## config.mk

```make
export PLATFORM = sky130hd
export DESIGN_NAME = text_vga_timing
export DESIGN_NICKNAME = d
export VERILOG_FILES = /design/src/rtl/tvg_pkg.sv /design/src/rtl/tvg_raster_cnt.sv /design/src/rtl/tvg_cell_gen.sv /design/src/rtl/tvg_flash.sv /design/src/rtl/text_vga_timing.sv
export SDC_FILE = /design/constraint.sdc
export NUM_CORES = 1
export LEC_CHECK = 0
export BUFFER_PORTS_ARGS = -buffer_cell sky130_fd_sc_hd__buf_4
export CAP_MARGIN = 20
export CORE_MARGIN = 1.5
export CORE_UTILIZATION = 55
export DETAILED_ROUTE_END_ITERATION = 8
export PLACE_DENSITY = 0.84
export SLEW_MARGIN = 20
export SYNTH_ARGS = -nofsm -noshare
export SYNTH_HDL_FRONTEND = slang
export SYNTH_SLANG_ARGS = --single-unit
```

## constraint.sdc

```tcl
create_clock -name clk_i -period 2.82 [get_ports clk_i]
set_input_delay 0 -clock clk_i [delete_from_list [all_inputs] [get_ports clk_i]]
set_output_delay 0 -clock clk_i [all_outputs]
set_load 0.03 [all_outputs]
```

## src/rtl/tvg_pkg.sv

```systemverilog
package tvg_pkg;
  localparam int unsigned VGA_H_FP    = 16;
  localparam int unsigned VGA_H_SYNC  = 96;
  localparam int unsigned VGA_H_BP    = 48;
  localparam int unsigned VGA_V_FP    = 10;
  localparam int unsigned VGA_V_SYNC  = 2;
  localparam int unsigned VGA_V_BP    = 33;
  localparam int unsigned TXT_COLS    = 80;
  localparam int unsigned TXT_ROWS    = 24;
  localparam int unsigned TXT_CELL_W  = 8;
  localparam int unsigned TXT_CELL_H  = 20;
  localparam int unsigned GLYPH_ROW_W = 5;

  function automatic int unsigned bits_for(input int unsigned n);
    return (n > 1) ? $clog2(n) : 1;
  endfunction
endpackage

```

## src/rtl/tvg_raster_cnt.sv

```systemverilog
module tvg_raster_cnt #(
  parameter int unsigned H_TOTAL = 800,
  parameter int unsigned V_TOTAL = 525,
  parameter int unsigned INIT_H  = 0,
  parameter int unsigned INIT_V  = 0,
  localparam int unsigned HW = tvg_pkg::bits_for(H_TOTAL),
  localparam int unsigned VW = tvg_pkg::bits_for(V_TOTAL)
) (
  input  logic          clk_i,
  input  logic          rst_ni,
  output logic [HW-1:0] h_o,
  output logic [VW-1:0] v_o,
  output logic          line_end_o,
  output logic          frame_end_o
);
  localparam logic [HW-1:0] H_LAST = HW'(H_TOTAL - 1);
  localparam logic [VW-1:0] V_LAST = VW'(V_TOTAL - 1);
  localparam logic [HW-1:0] H_INIT = HW'(INIT_H);
  localparam logic [VW-1:0] V_INIT = VW'(INIT_V);

  logic [HW-1:0] h_q;
  logic [VW-1:0] v_q;

  always_ff @(posedge clk_i or negedge rst_ni) begin
    if (!rst_ni) begin
      h_q <= H_INIT;
      v_q <= V_INIT;
    end else if (h_q == H_LAST) begin
      h_q <= '0;
      v_q <= (v_q == V_LAST) ? '0 : v_q + 1'b1;
    end else begin
      h_q <= h_q + 1'b1;
    end
  end

  assign h_o         = h_q;
  assign v_o         = v_q;
  assign line_end_o  = (h_q == H_LAST);
  assign frame_end_o = (h_q == H_LAST) && (v_q == V_LAST);
endmodule

```

## src/rtl/tvg_cell_gen.sv

```systemverilog
module tvg_cell_gen #(
  parameter int unsigned COLS    = 80,
  parameter int unsigned ROWS    = 24,
  parameter int unsigned CELL_W  = 8,
  parameter int unsigned CELL_H  = 20,
  parameter int unsigned GLYPH_W = 5,
  parameter int unsigned HW      = 10,
  parameter int unsigned VW      = 10,
  localparam int unsigned AW = tvg_pkg::bits_for(COLS * ROWS + 1)
) (
  input  logic               clk_i,
  input  logic               rst_ni,
  input  logic [HW-1:0]      h_i,
  input  logic [VW-1:0]      v_i,
  input  logic               line_end_i,
  input  logic               frame_end_i,
  output logic [AW-1:0]      cell_addr_o,
  output logic [GLYPH_W-1:0] glyph_row_o
);
  localparam logic [HW-1:0]      H_ACT   = HW'(COLS * CELL_W);
  localparam logic [VW-1:0]      V_ACT   = VW'(ROWS * CELL_H);
  localparam logic [GLYPH_W-1:0] G_LAST  = GLYPH_W'(CELL_H - 1);
  localparam logic [AW-1:0]      ROW_INC = AW'(COLS);
  localparam logic [HW-1:0]      CW      = HW'(CELL_W);

  logic [AW-1:0]      row_base_q;
  logic [GLYPH_W-1:0] glyph_q;
  logic [HW-1:0]      col;

  // row base stepped by COLS per character row: no multiplier
  always_ff @(posedge clk_i or negedge rst_ni) begin
    if (!rst_ni) begin
      row_base_q <= '0;
      glyph_q    <= '0;
    end else if (frame_end_i) begin
      row_base_q <= '0;
      glyph_q    <= '0;
    end else if (line_end_i && (v_i < V_ACT)) begin
      if (glyph_q == G_LAST) begin
        glyph_q    <= '0;
        row_base_q <= row_base_q + ROW_INC;
      end else begin
        glyph_q <= glyph_q + 1'b1;
      end
    end
  end

  assign col         = h_i / CW;
  assign cell_addr_o = row_base_q + AW'(col);
  assign glyph_row_o = glyph_q;

  a_r6_glyph_bound: assert property (@(posedge clk_i) disable iff (!rst_ni)
    {1'b0, glyph_q} < (GLYPH_W + 1)'(CELL_H));
  a_r6_glyph_frame_start: assert property (@(posedge clk_i) disable iff (!rst_ni)
    (v_i == '0) |-> (glyph_q == '0));
  a_r5_addr_range: assert property (@(posedge clk_i) disable iff (!rst_ni)
    ((h_i < H_ACT) && (v_i < V_ACT)) |-> (cell_addr_o < AW'(COLS * ROWS)));
endmodule

```

## src/rtl/tvg_flash.sv

```systemverilog
module tvg_flash #(
  parameter int unsigned FLASH_FRAMES = 32,
  localparam int unsigned FW = tvg_pkg::bits_for(FLASH_FRAMES)
) (
  input  logic clk_i,
  input  logic rst_ni,
  input  logic frame_end_i,
  output logic flash_o
);
  localparam logic [FW-1:0] F_LAST = FW'(FLASH_FRAMES - 1);

  logic [FW-1:0] cnt_q;
  logic          flash_q;

  always_ff @(posedge clk_i or negedge rst_ni) begin
    if (!rst_ni) begin
      cnt_q   <= '0;
      flash_q <= 1'b0;
    end else if (frame_end_i) begin
      if (cnt_q == F_LAST) begin
        cnt_q   <= '0;
        flash_q <= ~flash_q;
      end else begin
        cnt_q <= cnt_q + 1'b1;
      end
    end
  end

  assign flash_o = flash_q;

  a_r7_flash_on_frame: assert property (@(posedge clk_i) disable iff (!rst_ni)
    !$stable(flash_q) |-> $past(frame_end_i));
endmodule

```

## src/rtl/text_vga_timing.sv

```systemverilog
module text_vga_timing #(
  parameter int unsigned COLS         = tvg_pkg::TXT_COLS,
  parameter int unsigned ROWS         = tvg_pkg::TXT_ROWS,
  parameter int unsigned CELL_W       = tvg_pkg::TXT_CELL_W,
  parameter int unsigned CELL_H       = tvg_pkg::TXT_CELL_H,
  parameter int unsigned GLYPH_W      = tvg_pkg::GLYPH_ROW_W,
  parameter int unsigned H_FP         = tvg_pkg::VGA_H_FP,
  parameter int unsigned H_SYNC       = tvg_pkg::VGA_H_SYNC,
  parameter int unsigned H_BP         = tvg_pkg::VGA_H_BP,
  parameter int unsigned V_FP         = tvg_pkg::VGA_V_FP,
  parameter int unsigned V_SYNC       = tvg_pkg::VGA_V_SYNC,
  parameter int unsigned V_BP         = tvg_pkg::VGA_V_BP,
  parameter int unsigned LEAD         = 3,
  parameter int unsigned FLASH_FRAMES = 32,
  localparam int unsigned AW = tvg_pkg::bits_for(COLS * ROWS + 1)
) (
  input  logic               clk_i,
  input  logic               rst_ni,
  output logic               hsync_no,
  output logic               vsync_no,
  output logic               blank_o,
  output logic [AW-1:0]      cell_addr_o,
  output logic [GLYPH_W-1:0] glyph_row_o,
  output logic               load_o,
  output logic               flash_o
);
  localparam int unsigned H_ACTIVE = COLS * CELL_W;
  localparam int unsigned V_ACTIVE = ROWS * CELL_H;
  localparam int unsigned H_TOTAL  = H_ACTIVE + H_FP + H_SYNC + H_BP;
  localparam int unsigned V_TOTAL  = V_ACTIVE + V_FP + V_SYNC + V_BP;
  localparam int unsigned HW = tvg_pkg::bits_for(H_TOTAL);
  localparam int unsigned VW = tvg_pkg::bits_for(V_TOTAL);

  localparam logic [HW-1:0] H_ACT_L  = HW'(H_ACTIVE);
  localparam logic [HW-1:0] HS_BEG_L = HW'(H_ACTIVE + H_FP);
  localparam logic [HW-1:0] HS_END_L = HW'(H_ACTIVE + H_FP + H_SYNC);
  localparam logic [VW-1:0] V_ACT_L  = VW'(V_ACTIVE);
  localparam logic [VW-1:0] VS_BEG_L = VW'(V_ACTIVE + V_FP);
  localparam logic [VW-1:0] VS_END_L = VW'(V_ACTIVE + V_FP + V_SYNC);
  localparam logic [HW-1:0] CW_L     = HW'(CELL_W);
  localparam logic [HW-1:0] LEAD_L   = HW'(LEAD);

  logic [HW-1:0] dh, fh, nh;
  logic [VW-1:0] dv, fv, nv;
  logic          d_line_end, d_frame_end, f_line_end, f_frame_end;

  // display side starts LEAD clocks before the origin, fetch side at it
  tvg_raster_cnt #(
    .H_TOTAL(H_TOTAL), .V_TOTAL(V_TOTAL),
    .INIT_H(H_TOTAL - LEAD), .INIT_V(V_TOTAL - 1)
  ) i_disp_cnt (
    .clk_i(clk_i), .rst_ni(rst_ni), .h_o(dh), .v_o(dv),
    .line_end_o(d_line_end), .frame_end_o(d_frame_end)
  );

  tvg_raster_cnt #(
    .H_TOTAL(H_TOTAL), .V_TOTAL(V_TOTAL), .INIT_H(0), .INIT_V(0)
  ) i_fetch_cnt (
    .clk_i(clk_i), .rst_ni(rst_ni), .h_o(fh), .v_o(fv),
    .line_end_o(f_line_end), .frame_end_o(f_frame_end)
  );

  tvg_cell_gen #(
    .COLS(COLS), .ROWS(ROWS), .CELL_W(CELL_W), .CELL_H(CELL_H),
    .GLYPH_W(GLYPH_W), .HW(HW), .VW(VW)
  ) i_cell_gen (
    .clk_i(clk_i), .rst_ni(rst_ni), .h_i(fh), .v_i(fv),
    .line_end_i(f_line_end), .frame_end_i(f_frame_end),
    .cell_addr_o(cell_addr_o), .glyph_row_o(glyph_row_o)
  );

  tvg_flash #(.FLASH_FRAMES(FLASH_FRAMES)) i_flash (
    .clk_i(clk_i), .rst_ni(rst_ni), .frame_end_i(f_frame_end), .flash_o(flash_o)
  );

  assign hsync_no = !((dh >= HS_BEG_L) && (dh < HS_END_L));
  assign vsync_no = !((dv >= VS_BEG_L) && (dv < VS_END_L));
  assign blank_o  = (dh >= H_ACT_L) || (dv >= V_ACT_L);

  // strobe on the clock before the next displayed pixel opens a cell
  always_comb begin
    nh = d_line_end ? '0 : dh + 1'b1;
    nv = d_frame_end ? '0 : (d_line_end ? dv + 1'b1 : dv);
  end
  assign load_o = (nh < H_ACT_L) && (nv < V_ACT_L) && ((nh % CW_L) == '0);

  a_r1_hsync_in_blank: assert property (@(posedge clk_i) disable iff (!rst_ni)
    !hsync_no |-> blank_o);
  a_r2_vsync_line_edge: assert property (@(posedge clk_i) disable iff (!rst_ni)
    !$stable(vsync_no) |-> $past(d_line_end));
  a_r3_visible_no_sync: assert property (@(posedge clk_i) disable iff (!rst_ni)
    !blank_o |-> (hsync_no && vsync_no));
  a_r4_load_isolated: assert property (@(posedge clk_i) disable iff (!rst_ni)
    load_o |=> !load_o);
  a_r4_load_then_pixel: assert property (@(posedge clk_i) disable iff (!rst_ni)
    load_o |=> !blank_o);
  a_r5_fetch_lead: assert property (@(posedge clk_i) disable iff (!rst_ni)
    ((dh == '0) && (dv == '0)) |-> ((fh == LEAD_L) && (fv == '0)));
endmodule

```

Word level (Yosys, flattened, before mapping). Cells that the tools add are included.

$add $sub $neg: 8. Magnitude comparators: 9. Equality and inequality tests: 6. Muxes and demuxes: 13. Bitwise logic cells: 1. Reduce and logical (&&, ||, !) cells: 15.

Operators with widths (number): 10-bit 2-to-1 mux (6); 10-bit by 1-bit adder with 10-bit output, second input constant (4); 10-bit == test, second input constant (4); 11-bit 2-to-1 mux (3); 10-bit by 9-bit < comparator with 1-bit output, second input constant (3); 10-bit >= comparator, second input constant (2); 10-bit by 9-bit >= comparator with 1-bit output, second input constant (2); 10-bit < comparator, second input constant (2); 5-bit 2-to-1 mux (4); 11-bit by 7-bit adder with 11-bit output (1); 11-bit by 7-bit adder with 11-bit output, second input constant (1); 5-bit by 1-bit adder with 5-bit output, second input constant (2); 5-bit == test, second input constant (2); 10-bit logical NOT (1); 1-bit logical AND (7); 2-bit AND reduction (2); 2-bit nonzero test (2); 1-bit logical NOT (2); 1-bit logical OR (1); 1-bit inverter (1).

Bits in registers: 62. Bits of input ports: 2.

Logic depth before layout (Yosys ltp).
Word-level depth: 6. Depth in mapped cells: 9. Mapped depth without buffers: 7.

Modules after synthesis. A second synthesis with hierarchy kept.

Cells, all modules: 354. Area total of the unflattened synthesis: 3562.2 um2.

By module, submodules not included: tvg_raster_cnt at i_disp_cnt (instances 1, cells an instance 95, area each 1042.2 um2); tvg_raster_cnt at i_fetch_cnt (instances 1, cells an instance 95, area each 1031.0 um2); tvg_cell_gen (instances 1, cells an instance 109, area each 1001.0 um2); tvg_flash (instances 1, cells an instance 24, area each 299.0 um2); text_vga_timing (instances 1, cells an instance 31, area each 188.9 um2).

Least setup slack after synthesis. No wires, ideal clock.

Kind: reg2out. From: reg i_disp_cnt.h_q[0] (netlist: i_disp_cnt.h_o[0]). To: out load_o. Data arrival time: 2.469 ns. Required time: 2.820 ns. Path slack: 0.351 ns. Cell stages (with the launch flop): 7. Cells stage by stage: dfstp_2 > ha_1 > and3_1 > and4_1 > buf_2 > a31oi_1 > nor4b_1.

Word-level cells in the longest chain between the ends: 6. Elaborated cells on any way between the ends: 11. Classes of those cells: add/sub (1); order compare (2); eq/ne (1); mux (3); reduce/logical (4).

RTL lines: start: declaration (RTL line tvg_raster_cnt.sv:21) `logic [HW-1:0] h_q;`; start signal: assignment (RTL line tvg_raster_cnt.sv:32) `h_q <= h_q + 1'b1;`; parallel branches: the longest is 5 deep, another holds 10-bit by 1-bit adder with 10-bit output; 1-bit logical AND * (RTL line text_vga_timing.sv:85) `assign load_o = (nh < H_ACT_L) && (nv < V_ACT_L) && ((nh % CW_L) == '0);`; end: declaration (RTL line text_vga_timing.sv:24) `output logic load_o,`.

Mark *: on every way between the ends.

Final worst setup path. Same ends and word-level chain as after synthesis.

==> results.yml <==
status:
  status: "finished clean"
floorplan:
  start_util_pct: 57.0
  pin_count: 23
  die_area_um2: 6570
  die_w_um: 81.1
  core_um2: 5890
  die_h_um: 81.1
  rows: 28
sta:
  post-route-min-period_ns: 2.49
  worstMarginPinSlew_ns: 0.708
  setup-tns-final_ns: 0
  fmax_mhz: 401
  final.period_utilization_pct: 88.4
  skew_ns: 0.0118
  drv_slew: 0
  setup-violations-final: 0
  final-hold-violation-count: 0
  fin_ws_ns: 0.328
  slew_headroom_pct: 52.8
  rsz0062_at_grt: "false"
clock_tree:
  cts_resized: 0
  ctsHtreeMaxLevel: 3
  cts_root_buffer: "clkbuf_8"
  clk_transition_reported_paths_ns: 0.07
  cts_num_sinks: 58
  clk_latency_ns: 0.34
  cts_setup_buffers: 0
  cts.path.max_buffers: 2
  cts_buffers: 9
  tritoncts: "yes"
synthesis:
  synth_flop_cell: "dfrtp_1"
  synth_most_common_cell: "dfrtp_1"
  synthTopCellsByCount: "dfrtp_1, nand2_1, nor2_1, o21ai_0"
  ys_types: 54
  synthCells: 339
  avgSynthCellArea_um2: 9.89
  ys_seq_elements: 58
  yosysWarnings: 0
  synth_top_area_share_pct: 36.6
  synth_area_leaders: "dfrtp_1, dfstp_2, ha_1, xnor2_1, nand2_1"
  syn_nets: 357
  yosysTopAreaCell: "dfrtp_1"
  synth-edff-count: 0
  yosysSeqAreaShare_pct: 43.6
  synthArstFlopShare_pct: 100
  synth.cell_area_um2: 3350
global_route:
  grt_pass1_wl_um: 11700
  grt_max_degree: 59
  grt_overflow: 0
  groute.usage.overall_pct: 23.2
  antenna_found_initial: 0
  grt_pass1_vias: 2640
routing:
  wl_per_cell_um: 14.8
  drt.antenna.violating_nets: 0
  drtPass1Iterations: 5
  drt-total-wl_um: 6510
  vias_per_cell: 5.92
  drt_iter0_drc: 126
  vias: 2598
  drc: 0
worst_setup_path:
  critPathMaxStageDelay_ns: 0.58
  rr_worst_depth: 5
  critical_path_class: "register to output port"
  crit_cells: 7
  path_cells: "ha_1 -> and3_1 -> nand4_1 -> o21ai_0 -> o31ai_1 -> nor4b_1 -> buf_4"
  cp_slowest_cell: "dfstp_2"
  cp.arrival_ns: 2.49
  start_kind: "register"
  cp_top_family: "simple AND/OR/NAND/NOR gates"
  required_ns: 2.82
  end_kind: "output port"
  worstPathBufferInverterCount: 1
  cp_max_fo: 7
pwr:
  power_density_nw_per_um2: 452
  power_leakage_nw: 1.68
  p_total_w: 0.00170
  ir_worst_vdd_v: 0.000343
hold_path:
  hold_class: "input port to asynchronous set/reset pin"
run:
  maxCapViolCount: 0
place:
  gp_congestion: 0.812
  pre_cts_slack_ns: 0.618
  hpwlAfterDp_um: 4380
  portBuffers: 22
layout:
  syn2layout_area_growth_pct: 12.2
  nNetsFinal: 377
  num_antenna_cells: 0
  drive_gt1_share_pct: 18.1
  num-fill-cells: 493
[cell usage in the layout, fill, tap and decap left out, drive strengths merged, types with 2 or more instances in the layout]
cell	instances
o21ai	27
xor2	11
clkinv	2
a21o	2
nand4b	2
nor2b	3
a31oi	6
dfstp	9
nand3	20
a2111oi	2
nand4	8
nor3	5
and3	8
dfrtp	49
ha	16
nand3b	2
and4b	2
nor4b	3
o31ai	5
clkbuf	11
and4	9
bufinv	2
a22o	2
a41oi	2
a21oi	7
nor2	28
a211oi	3
buf	24
and2	3
xnor2	20
nand2	38
or3	2
mux2	2
a31o	2
inv	14
[logic make-up (layout without fill, tap and decap cells)]
kind of cell             Yosys count  after routing  synth area share, %
AND/OR/NAND/NOR                  138            138                 23.3
AO/OA/AOI/OAI                     63             63                 13.6
flip-flops                        58             58                 43.6
XOR/XNOR                          31             31                 8.10
buffers and inverters             30             55                 4.37
adder cells (fa/ha/maj)           16             16                 5.97
multiplexers                       3              3                0.970
[flip-flops by register name, indices dropped and copies added, names as in the netlist]
register,cells
i_fetch_cnt.v_o,10
i_flash.flash_o,1
i_fetch_cnt.h_o,10
i_disp_cnt.h_o,10
i_flash.cnt_q,5
i_cell_gen.row_base_q,7
i_disp_cnt.v_o,10
i_cell_gen.glyph_row_o,5
[final cells by class]
cell class,instances,area [um2],share of cell area (%)
multi-input combinational,251,1740,46.3
sequential,58,1460,38.9
timing repair buffer,25,190,5.06
clock buffer,11,141,3.76
tap,75,93.8,2.50
clock inverter,5,77.6,2.06
inverter,14,52.6,1.40
[power by group]
group,internal (W),switching (W),total (W),leakage [nW]
sequential,0.000833,0,0.000833,0.759
clock,0.000518,0.000331,0.000849,0.109
combinational,0.00000181,0.0000152,0.0000170,0.809
total,0.00135,0.000346,0.00170,1.68
[stage by stage]
stage	std cells	hold slack [ns]	utilization (%)	instance area, um2
finish	439	0.262	63.9	3760
global route	439	0.327	63.9	3760
CTS	439	0.277	63.9	3760
detailed placement	422	0.103	60.0	3530
global placement	422	0.101	60.0	3530
floorplan	339	-0.296	-	3350
[worst paths after layout]
path,startpoint,end,slack (ns)
setup / recovery,i_disp_cnt.h_o[0],load_o,0.33
hold / removal,rst_ni,i_disp_cnt.h_o[7],0.26
setup reg to reg,i_fetch_cnt.h_o[0],i_flash.cnt_q[3],0.63
hold reg to reg,i_flash.flash_o,i_flash.flash_o,0.47
max in group asynchronous,rst_ni,i_fetch_cnt.h_o[8],2.10
min in group clk_i,i_flash.flash_o,i_flash.flash_o,0.47
[worst reg2reg max path, stage by stage (launching register included)]
cell	delay [ns]
dfrtp_1	0.39
ha_1	0.22
and4_1	0.33
and4b_1	0.55
nand2_2	0.21
a221o_1	0.39
[per-layer routing]
metal | part of all wire [%] | track usage, % | routed length (um) | vias up
li1 | - | - | - | 1256
met1 | 43 | 27.7 | 2810 | 1282
met2 | 51 | 39.2 | 3300 | 51
met3 | 4.7 | 7.98 | 305 | 9
met4 | 1.5 | 7.59 | 100 | 0
met5 | 0 | 0 | 0 | -
[timing repair]
action,CTS,global route
setup endpoints to repair,0,0
hold buffers,1,0
endpoints found under the hold margin,49,0
Power figures use the tool's default switching activity.
